$ cat config.mk
export PLATFORM = sky130hd
export DESIGN_NAME = napot_remap
export DESIGN_NICKNAME = d
export VERILOG_FILES = /design/src/rtl/napot_remap_pkg.sv /design/src/rtl/napot_region_regs.sv /design/src/rtl/napot_region_match.sv /design/src/rtl/napot_prio_sel.sv /design/src/rtl/napot_remap.sv
export SDC_FILE = /design/constraint.sdc
export NUM_CORES = 1
export LEC_CHECK = 0
export CAP_MARGIN = 40
export CORE_MARGIN = 3
export CORE_UTILIZATION = 60
export CTS_CLUSTER_SIZE = 14
export DETAILED_ROUTE_END_ITERATION = 8
export DONT_BUFFER_PORTS = 1
export GPL_TIMING_DRIVEN = 0
export PLACE_DENSITY = 0.72
export SYNTH_ARGS = -nofsm -noshare
export SYNTH_HDL_FRONTEND = slang
export SYNTH_SLANG_ARGS = --single-unit
$ cat constraint.sdc
create_clock -name clk -period 8.7 [get_ports clk]
set_clock_uncertainty 0.05 [all_clocks]
set_input_delay 0 -clock clk [delete_from_list [all_inputs] [get_ports clk]]
set_output_delay 0 -clock clk [all_outputs]
set_load 0.01 [all_outputs]
$ cat src/rtl/napot_remap_pkg.sv
package napot_remap_pkg;

  // Register selector carried on the write port.
  typedef enum logic [1:0] {
    FLD_GUARD  = 2'd0,
    FLD_ENABLE = 2'd1,
    FLD_MATCH  = 2'd2,
    FLD_TARGET = 2'd3
  } cfg_field_e;

endpackage

$ cat src/rtl/napot_region_regs.sv
module napot_region_regs
  import napot_remap_pkg::*;
#(
  parameter int ADDR_W = 32
) (
  input  logic              clk,
  input  logic              rst_n,
  input  logic              sel_wr_i,
  input  cfg_field_e        field_i,
  input  logic [ADDR_W-1:0] data_i,
  output logic              guard_o,
  output logic              en_o,
  output logic [ADDR_W-1:0] match_o,
  output logic [ADDR_W-1:0] target_o
);

  logic              guard_q;
  logic              en_q;
  logic [ADDR_W-1:0] match_q;
  logic [ADDR_W-1:0] target_q;

  // Settings may change only while the guard is still set.
  logic cfg_wr;
  assign cfg_wr = sel_wr_i && guard_q;

  always_ff @(posedge clk or negedge rst_n) begin
    if (!rst_n) begin
      guard_q  <= 1'b1;
      en_q     <= 1'b0;
      match_q  <= '0;
      target_q <= '0;
    end else begin
      // The guard only ever falls; a written 1 is discarded.
      if (sel_wr_i && field_i == FLD_GUARD && !data_i[0]) guard_q <= 1'b0;
      if (cfg_wr && field_i == FLD_ENABLE) en_q     <= data_i[0];
      if (cfg_wr && field_i == FLD_MATCH)  match_q  <= data_i;
      if (cfg_wr && field_i == FLD_TARGET) target_q <= data_i;
    end
  end

  assign guard_o  = guard_q;
  assign en_o     = en_q;
  assign match_o  = match_q;
  assign target_o = target_q;

endmodule

$ cat src/rtl/napot_region_match.sv
module napot_region_match #(
  parameter int ADDR_W = 32
) (
  input  logic              en_i,
  input  logic [ADDR_W-1:0] match_i,
  input  logic [ADDR_W-1:0] target_i,
  input  logic [ADDR_W-1:0] addr_i,
  output logic              hit_o,
  output logic [ADDR_W-1:0] span_o,
  output logic [ADDR_W-1:0] xlat_o
);

  // Offset-bit mask: trailing ones plus the first zero above them.
  // The increment wraps to zero on an all-ones word, so the mask
  // becomes all ones and the window spans the full space.
  function automatic logic [ADDR_W-1:0] span_mask(input logic [ADDR_W-1:0] v);
    return v ^ (v + ADDR_W'(1));
  endfunction

  function automatic logic [ADDR_W-1:0] splice(input logic [ADDR_W-1:0] hi_src,
                                               input logic [ADDR_W-1:0] lo_src,
                                               input logic [ADDR_W-1:0] m);
    return (hi_src & ~m) | (lo_src & m);
  endfunction

  logic [ADDR_W-1:0] span;
  assign span   = span_mask(match_i);
  assign hit_o  = en_i && ((addr_i & ~span) == (match_i & ~span));
  assign span_o = span;
  assign xlat_o = splice(target_i, addr_i, span);

endmodule

$ cat src/rtl/napot_prio_sel.sv
module napot_prio_sel #(
  parameter int ADDR_W      = 32,
  parameter int NUM_REGIONS = 2
) (
  input  logic [ADDR_W-1:0]                   addr_i,
  input  logic [NUM_REGIONS-1:0]              hit_i,
  input  logic [NUM_REGIONS-1:0][ADDR_W-1:0]  xlat_i,
  input  logic [NUM_REGIONS-1:0][ADDR_W-1:0]  span_i,
  output logic [NUM_REGIONS-1:0]              win_o,
  output logic [ADDR_W-1:0]                   win_span_o,
  output logic [ADDR_W-1:0]                   addr_o
);

  // Lowest index that hits wins; with no hit the address passes.
  always_comb begin
    logic found;
    found      = 1'b0;
    win_o      = '0;
    win_span_o = '0;
    addr_o     = addr_i;
    for (int r = 0; r < NUM_REGIONS; r++) begin
      if (hit_i[r] && !found) begin
        found      = 1'b1;
        win_o[r]   = 1'b1;
        win_span_o = span_i[r];
        addr_o     = xlat_i[r];
      end
    end
  end

endmodule

$ cat src/rtl/napot_remap.sv
module napot_remap
  import napot_remap_pkg::*;
#(
  parameter int ADDR_W      = 32,
  parameter int NUM_REGIONS = 2,
  localparam int RIDX_W     = (NUM_REGIONS > 1) ? $clog2(NUM_REGIONS) : 1
) (
  input  logic                   clk,
  input  logic                   rst_n,
  input  logic                   wr_en_i,
  input  logic [RIDX_W-1:0]      wr_region_i,
  input  logic [1:0]             wr_field_i,
  input  logic [ADDR_W-1:0]      wr_data_i,
  input  logic [ADDR_W-1:0]      addr_i,
  output logic [ADDR_W-1:0]      addr_o,
  output logic [NUM_REGIONS-1:0] hit_o
);

  cfg_field_e field;
  assign field = cfg_field_e'(wr_field_i);

  // Named internal wires, visible to the bound checker.
  logic [NUM_REGIONS-1:0]             guard_vec;
  logic [NUM_REGIONS-1:0]             en_vec;
  logic [NUM_REGIONS-1:0][ADDR_W-1:0] match_vec;
  logic [NUM_REGIONS-1:0][ADDR_W-1:0] target_vec;
  logic [NUM_REGIONS-1:0][ADDR_W-1:0] span_vec;
  logic [NUM_REGIONS-1:0][ADDR_W-1:0] xlat_vec;
  logic [NUM_REGIONS-1:0]             win_vec;
  logic [ADDR_W-1:0]                  win_span;

  for (genvar r = 0; r < NUM_REGIONS; r++) begin : g_region
    logic sel_wr;
    assign sel_wr = wr_en_i && (wr_region_i == RIDX_W'(r));

    napot_region_regs #(.ADDR_W(ADDR_W)) u_regs (
      .clk      (clk),
      .rst_n    (rst_n),
      .sel_wr_i (sel_wr),
      .field_i  (field),
      .data_i   (wr_data_i),
      .guard_o  (guard_vec[r]),
      .en_o     (en_vec[r]),
      .match_o  (match_vec[r]),
      .target_o (target_vec[r])
    );

    napot_region_match #(.ADDR_W(ADDR_W)) u_match (
      .en_i     (en_vec[r]),
      .match_i  (match_vec[r]),
      .target_i (target_vec[r]),
      .addr_i   (addr_i),
      .hit_o    (hit_o[r]),
      .span_o   (span_vec[r]),
      .xlat_o   (xlat_vec[r])
    );
  end

  napot_prio_sel #(.ADDR_W(ADDR_W), .NUM_REGIONS(NUM_REGIONS)) u_sel (
    .addr_i     (addr_i),
    .hit_i      (hit_o),
    .xlat_i     (xlat_vec),
    .span_i     (span_vec),
    .win_o      (win_vec),
    .win_span_o (win_span),
    .addr_o     (addr_o)
  );

endmodule

==> results.toml, run 1 <==
[floorplanning]
start_util_pct = 62.75
row_count = 43
die_height_um = 127.6
core_region_area_um2 = 14150
die_x_um = 127.6
die_area_um2 = 16290
design.portCount = 104

[route]
wl_met2_um = 12740
wl_met3_um = 2905
finalWirelength_um = 27630
ant_nets = 0
wl_per_cell_um = 23.56
avgViaCountPerCell = 6.585
met1_length_um = 11000
drc = 0
drtPass1Iterations = 5
top_layer_used = "met4"
drt-initial-drc-count = 808
via_count = 7724

[logic_synthesis]
avgSynthCellArea_um2 = 9.672
syn_area_um2 = 8879
ys_ff_latch = 130
synthArstFlopShare_pct = 100.0
yosys.cell_types.count = 52
yosys_warnings = 0
synthCells = 918
seq_area_frac_synth_pct = 36.67
syn-num-nets = 1052
synth_ff_type = "dfrtp_1"
synth_enable_flop_cells = 0

[global_route]
gr-total-overflow = 0
grt_first_pass_wirelength_um = 42120
antenna_found_initial = 0
track_usage_pct = 34.01
grt_pass1_vias = 7656
grt_max_degree = 131

[cells_and_area]
area_growth_pct = 14.16
regArea_um2 = 3256
drive_above_1_share_pct = 16.72
multiInputGateArea_um2 = 5290
fill_cells = 1122
final_nets = 1114
diodes = 0

[critical_path]
required_ps = 8650
cp_max_fo = 8
reg2reg_to = "g_region[0].u_regs.match_o[18]"
reg2reg_from = "g_region[0].u_regs.guard_o"
cp.arrival_ps = 5950
criticalPathCategory = "flip-flop to output pin"
worstSetupEndpointType = "output pin"
critPathLaunchType = "flip-flop"
r2r_cells = 4
worstSetupStartpoint = "g_region[0].u_regs.match_o[2]"
r2r_slack_ps = 6160

[sta]
max_slew_margin_pct = 39.25
fin_crit_sh_pct = 68.92
fmaxAchievable_mhz = 166.8
fin_crit_ps = 5996
tns_ps = 0
finalSetupViolCount = 0
slew_viol_final = 0
worst_pin_slew_ps = 911.3
timing.final.ws_setup_ps = 2704
finalHoldViolCount = 0
rsz0062_at_grt = "false"

[placed_design]
place.gp.congestion = 0.9938
io_buffer_count = 0
place_ws_ps = 3273
hpwl_um = 20250

[pwr]
p_leak_nw = 4.839
powerDensity_nw_per_um2 = 138.4
vdd_drop_max_mv = 0.1442

[clock_tree]
clk_pin_slew_ps = 60
clock_path_buffers = 2
cts.htree.levels = 4
cts-root-buf = "clkbuf_16"
cts_sinks = 130
tritoncts = "done"
clock_latency_ps = 430
cts_buffers = 17

[hold_path]
hold_path.class = "input pin to output pin"
min_path_cells = 1
min_to = "addr_o[0]"
hp-start = "addr_i[0]"

[run_status]
status = "finished, final reports clean"

[flow_run]
drv_cap = 0
[Yosys cell counts, types with 12 or more instances]
cell | n | area [um2]
inv_1 | 46 | 172.7
dfrtp_1 | 128 | 3203
nand3_1 | 36 | 180.2
a21o_1 | 22 | 165.2
o21ai_0 | 32 | 160.2
a21oi_1 | 72 | 360.4
xnor2_1 | 15 | 131.4
nor2_1 | 49 | 183.9
ha_1 | 64 | 800.8
mux2_2 | 108 | 1216
nand4_1 | 12 | 75.07
and3_1 | 58 | 362.9
xor2_1 | 48 | 420.4
clkbuf_1 | 16 | 60.06
nand2_1 | 76 | 285.3
o22a_1 | 15 | 131.4
a311oi_1 | 17 | 148.9
[per-layer routing]
metal / track usage [%] / up-vias
met5: 0 / -
met4: 13.36 / 0
met1: 43.47 / 3762
met2: 54.26 / 403
met3: 10.41 / 79
li1: - / 3480
[stage by stage]
step	cell area, um2	std cells	utilization (%)	hold WS, ps	power, mW
after global routing	10140	1173	71.63	67.45	1.440
after global placement	9104	1098	64.34	-342.4	0.6587
after floorplan	8879	918	-	-345.6	0.6496
final	10140	1173	71.63	54.37	1.403
after CTS	10140	1173	71.63	56.07	1.405
after detailed placement	9126	1100	64.50	-342.6	0.6596
[registers in the layout, summed over array words and instances (netlist names)]
name,flops
g_region.u_regs.match_o,64
g_region.u_regs.en_o,2
g_region.u_regs.target_o,62
g_region.u_regs.guard_o,2
[layout by cell type, fill, tap and decap left out, types with 4 or more instances in the layout]
cell type      Yosys  routed
a21boi_0           5       5
o21a_1             8       8
a311oi_1          17      17
xor2_1            48      48
buf_2             11      11
o211ai_1           4       4
nor4b_1            4       4
dfrtp_1          128     128
dlygate4sd3_1      0      40
nor3_1            11      11
a211oi_1           7       7
buf_6              2       4
nor2_1            49      49
a21oi_1           72      72
clkinv_2           0       6
xnor2_1           15      15
and4_1             4       4
a221oi_1           6       6
and3_1            58      58
inv_1             46      46
nand2_1           76      76
nor3b_1            5       5
mux2_2           108     108
nand4_1           12      12
o22a_1            15      15
clkbuf_16          0      17
o21ai_0           32      32
a21o_1            22      22
or3_1              5       5
clkbuf_1          16      18
nand3_1           36      36
ha_1              64      64
[power breakdown]
group	internal [mW]	leakage, nW	switching (mW)
clock network	0.442	0.293	0.277
logic	0.0322	2.84	0.0469
registers	0.605	1.71	0
[cell families after synthesis]
group,after synthesis,share of synthesized area [%]
and+or+nand+nor,277,16.08
DFF,130,36.67
adders and majority gates,64,9.019
AOI/OAI and AO/OA,196,14.39
xor gates and xnor gates,64,6.398
buffers and inverters,79,3.749
muxes,108,13.70
[layout make-up]
cell class | instances | area share [%]
Buffer | 33 | 1.580
Inverter | 46 | 1.703
Tap cell | 180 | 2.222
Clock inverter | 10 | 1.062
Sequential cell | 130 | 32.12
Timing Repair Buffer | 43 | 4.444
Multi-Input combinational cell | 709 | 52.19
Clock buffer | 22 | 4.678
[critical path: stages, from the launching register on]
cell	delay, ps
dfrtp_1	460
and3_1	210
and3_1	240
inv_1	100
nor3_1	620
and3_1	330
nand2b_1	130
nor2_1	220
nand4_1	160
ha_1	310
xor2_1	290
a21boi_0	140
nor4b_1	450
nand4_1	250
nor4_4	370
or2_1	140
clkbuf_1	450
a21oi_1	130
a221oi_1	510
[what timing repair did]
item                      4_1_cts  5_1_grt
hold endpoints to repair      260        0
hold buffers                   41        0
resized for setup               0        0
buffers inserted                0        0
[worst max path at each step]
stage	end	slack (ps)	depth (start not counted)
floorplan	addr_o[19]	4540	18
global route	addr_o[3]	2400	18
detailed placement	addr_o[3]	3270	18
CTS	addr_o[3]	2790	18
finish	addr_o[3]	2700	18
global placement	addr_o[3]	3350	18
Note: power is estimated with default switching activity, not from simulation.
==> run 2, diff against run 1 <==
--- a/config.mk
+++ b/config.mk
@@ -7,12 +7,12 @@
 export LEC_CHECK = 0
 export CAP_MARGIN = 40
 export CORE_MARGIN = 3
-export CORE_UTILIZATION = 60
+export CORE_UTILIZATION = 59
 export CTS_CLUSTER_SIZE = 14
 export DETAILED_ROUTE_END_ITERATION = 8
 export DONT_BUFFER_PORTS = 1
 export GPL_TIMING_DRIVEN = 0
-export PLACE_DENSITY = 0.72
+export PLACE_DENSITY = 0.74
 export SYNTH_ARGS = -nofsm -noshare
 export SYNTH_HDL_FRONTEND = slang
 export SYNTH_SLANG_ARGS = --single-unit
==> constraint.sdc (replaced) <==
create_clock -name clk -period 5.2 [get_ports clk]
set_clock_uncertainty 0.05 [all_clocks]
set_input_delay 0 -clock clk [delete_from_list [all_inputs] [get_ports clk]]
set_output_delay 0 -clock clk [all_outputs]
set_load 0.01 [all_outputs]
==> run 2 against run 1 <==
Effect of this change:
- die area increased by 1.6%
- via count hardly changed
- highest routed layer unchanged
- sequential cell count stayed put
- wire length down 0.15%
- critical endpoint unchanged
- critical path depth down 2
==> results.toml, run 2 (same netlist as run 1, synthesis figures left out) <==
[route]
wl_per_cell_um = 23.44
drtPass1Iterations = 6
finalWirelength_um = 27590
drt-initial-drc-count = 846
via_count = 7725
ant_nets = 0
drc = 0
avgViaCountPerCell = 6.563

[run_status]
status = "finished, final reports clean"

[critical_path]
worstSetupEndpointType = "output pin"
critPathLaunchType = "flip-flop"
required_ps = 5150
cpPeakStageDelay_ps = 550
cp_max_fo = 8
r2r_slack_ps = 2650
worstSetupStartpoint = "g_region[0].u_regs.match_o[1]"
criticalPathCategory = "flip-flop to output pin"
crit_chain = "ha_1, and2_1, nand3_1, nor2_4, nand3_2, nor3_4, nand3_1, ha_1, xor2_2, nand3_1, a211o_1, or4_4, nor4_4, or2_1, a21oi_1, a221oi_4"
cp.arrival_ps = 4960
worst_path_most_repeated_cell = "nand3_1"
crit_slowest_cell = "or4_4"
reg2reg_from = "g_region[1].u_regs.guard_o"

[placed_design]
io_buffer_count = 0
place_ws_ps = -302.4
hpwl_um = 19080
place.gp.congestion = 0.9514
placed_cells = 1102

[floorplanning]
core_region_area_um2 = 14640
die_area_um2 = 16560
design.portCount = 104
row_count = 44
start_util_pct = 60.63
die_height_um = 128.7
die_x_um = 128.7

[global_route]
track_usage_pct = 33.59
grt.busiest_layer = "met2"
grt_pass1_vias = 7519
antenna_found_initial = 0
grt_use_met3_pct = 9.091
grtUsageMet2_pct = 52.84
grt_max_degree = 131
grt_first_pass_wirelength_um = 42280
gr-total-overflow = 0
met1_usage_pct = 44.87

[clock_tree]
clk_pin_slew_ps = 60
cts_buffers = 17
cts.htree.levels = 4
tritoncts = "done"
cts_sinks = 130
clock_path_buffers = 2
clock_latency_ps = 430
cts-root-buf = "clkbuf_16"

[sta]
finalHoldViolCount = 0
finalSetupViolCount = 0
worst_pin_slew_ps = 843.2
whs_ps = 55.02
max_slew_margin_pct = 43.79
fin_crit_ps = 5010
slew_viol_final = 0
fmaxAchievable_mhz = 199.6
timing.final.ws_setup_ps = 190.3
fin_crit_sh_pct = 96.34

[pwr]
powerDensity_nw_per_um2 = 215.7
p_int_mw = 1.739
swShare_pct = 24.82
clockPowerShare_pct = 49.8
p_switching_mw = 0.5739
power_mw = 2.313
p_leak_nw = 4.978
vdd_drop_max_mv = 0.2992
seqPwrFrac_pct = 43.8
combPwrFrac_pct = 6.4

[cells_and_area]
final_cell_mix = "124 x dfrtp_1, 108 x mux2_2, 76 x nand2_1"
largest_reg_flops = 64
area_growth_pct = 20.73
drive_above_1_share_pct = 22.76
final_common_cell = "dfrtp_1"
fin_cells = 1177
regArea_um2 = 3261
multiInputGateArea_um2 = 5856
final_nets = 1114
fill_cells = 1048
diodes = 0

[flow_run]
drv_cap = 0

[hold_path]
hp-start = "addr_i[0]"
hold_path.class = "input pin to output pin"
[run 2: changes by cell type in the layout (fill, tap and decap cells not counted), moves of 6 or more]
| cell | before | now |
|---|---|---|
| a221oi_1 | 6 | 0 |
| a221oi_4 | 0 | 8 |
| a311oi_1 | 17 | 0 |
| a311oi_4 | 0 | 14 |
| buf_2 | 11 | 2 |
| buf_4 | 2 | 13 |
| xor2_1 | 48 | 41 |
| xor2_2 | 1 | 8 |
[run 2: timing repair]
action	4_1_cts	5_1_grt
buffers inserted	3	4
gates resized for setup	60	35
hold buffers	39	0
hold endpoints to repair	260	0
pin swaps	3	6
endpoints found under the setup margin	32	32
[run 2: cell type report]
class | instances | area share (%)
tap | 184 | 2.148
timing repair buffer | 46 | 4.296
inverter | 46 | 1.611
clock inverter | 14 | 1.226
multi-input combinational | 709 | 54.63
buffer | 30 | 1.669
sequential | 130 | 30.42
clock buffer | 18 | 4.004
[run 2: final timing paths]
check                                                  endpoint  depth (start not counted)
worst min-delay path                                  addr_o[0]                          1
worst max register to register   g_region[1].u_regs.match_o[19]                          4
min in group asynchronous       g_region[1].u_regs.target_o[19]                          2
worst min register to register       g_region[1].u_regs.guard_o                          1
max in group asynchronous         g_region[0].u_regs.match_o[3]                          2
worst max-delay path                                  addr_o[3]                         16
[run 2: worst max-delay path, delay by kind of cell, from the launching register on]
kind | cells | cell delay [ps]
adder cells (fa/ha/maj) | 2 | 540
AO/OA/AOI/OAI | 3 | 810
flip-flops | 1 | 430
AND/OR/NAND/NOR | 10 | 2520
XOR/XNOR | 1 | 230
[run 2: per-stage QoR]
| stage | instance area [um2] | TNS, ps | utilization, % |
|---|---|---|---|
| detailed placement | 9109 | -4359 | 62.20 |
| global placement | 9109 | -3185 | 62.20 |
| global route | 10720 | -0.1474 | 73.20 |
| finish | 10720 | 0 | 73.20 |
| floorplan | 8879 | 0 | - |
| CTS | 10530 | 0 | 71.92 |
[run 2: power groups by stage]
stage               combinational [mW]  sequential, mW  clock (mW)
finish                           0.149            1.01        1.15
global route                     0.160            1.01        1.20
CTS                              0.144            1.01        1.15
detailed placement              0.0719            1.03           0
global placement                0.0711            1.03           0
floorplan                       0.0564            1.03           0
[run 2: metal layers]
layer  vias up  share of wire, %
met5         -                 0
met4         0               3.2
met3        72               9.7
met2       392                46
met1      3790                41
li1       3471                 -
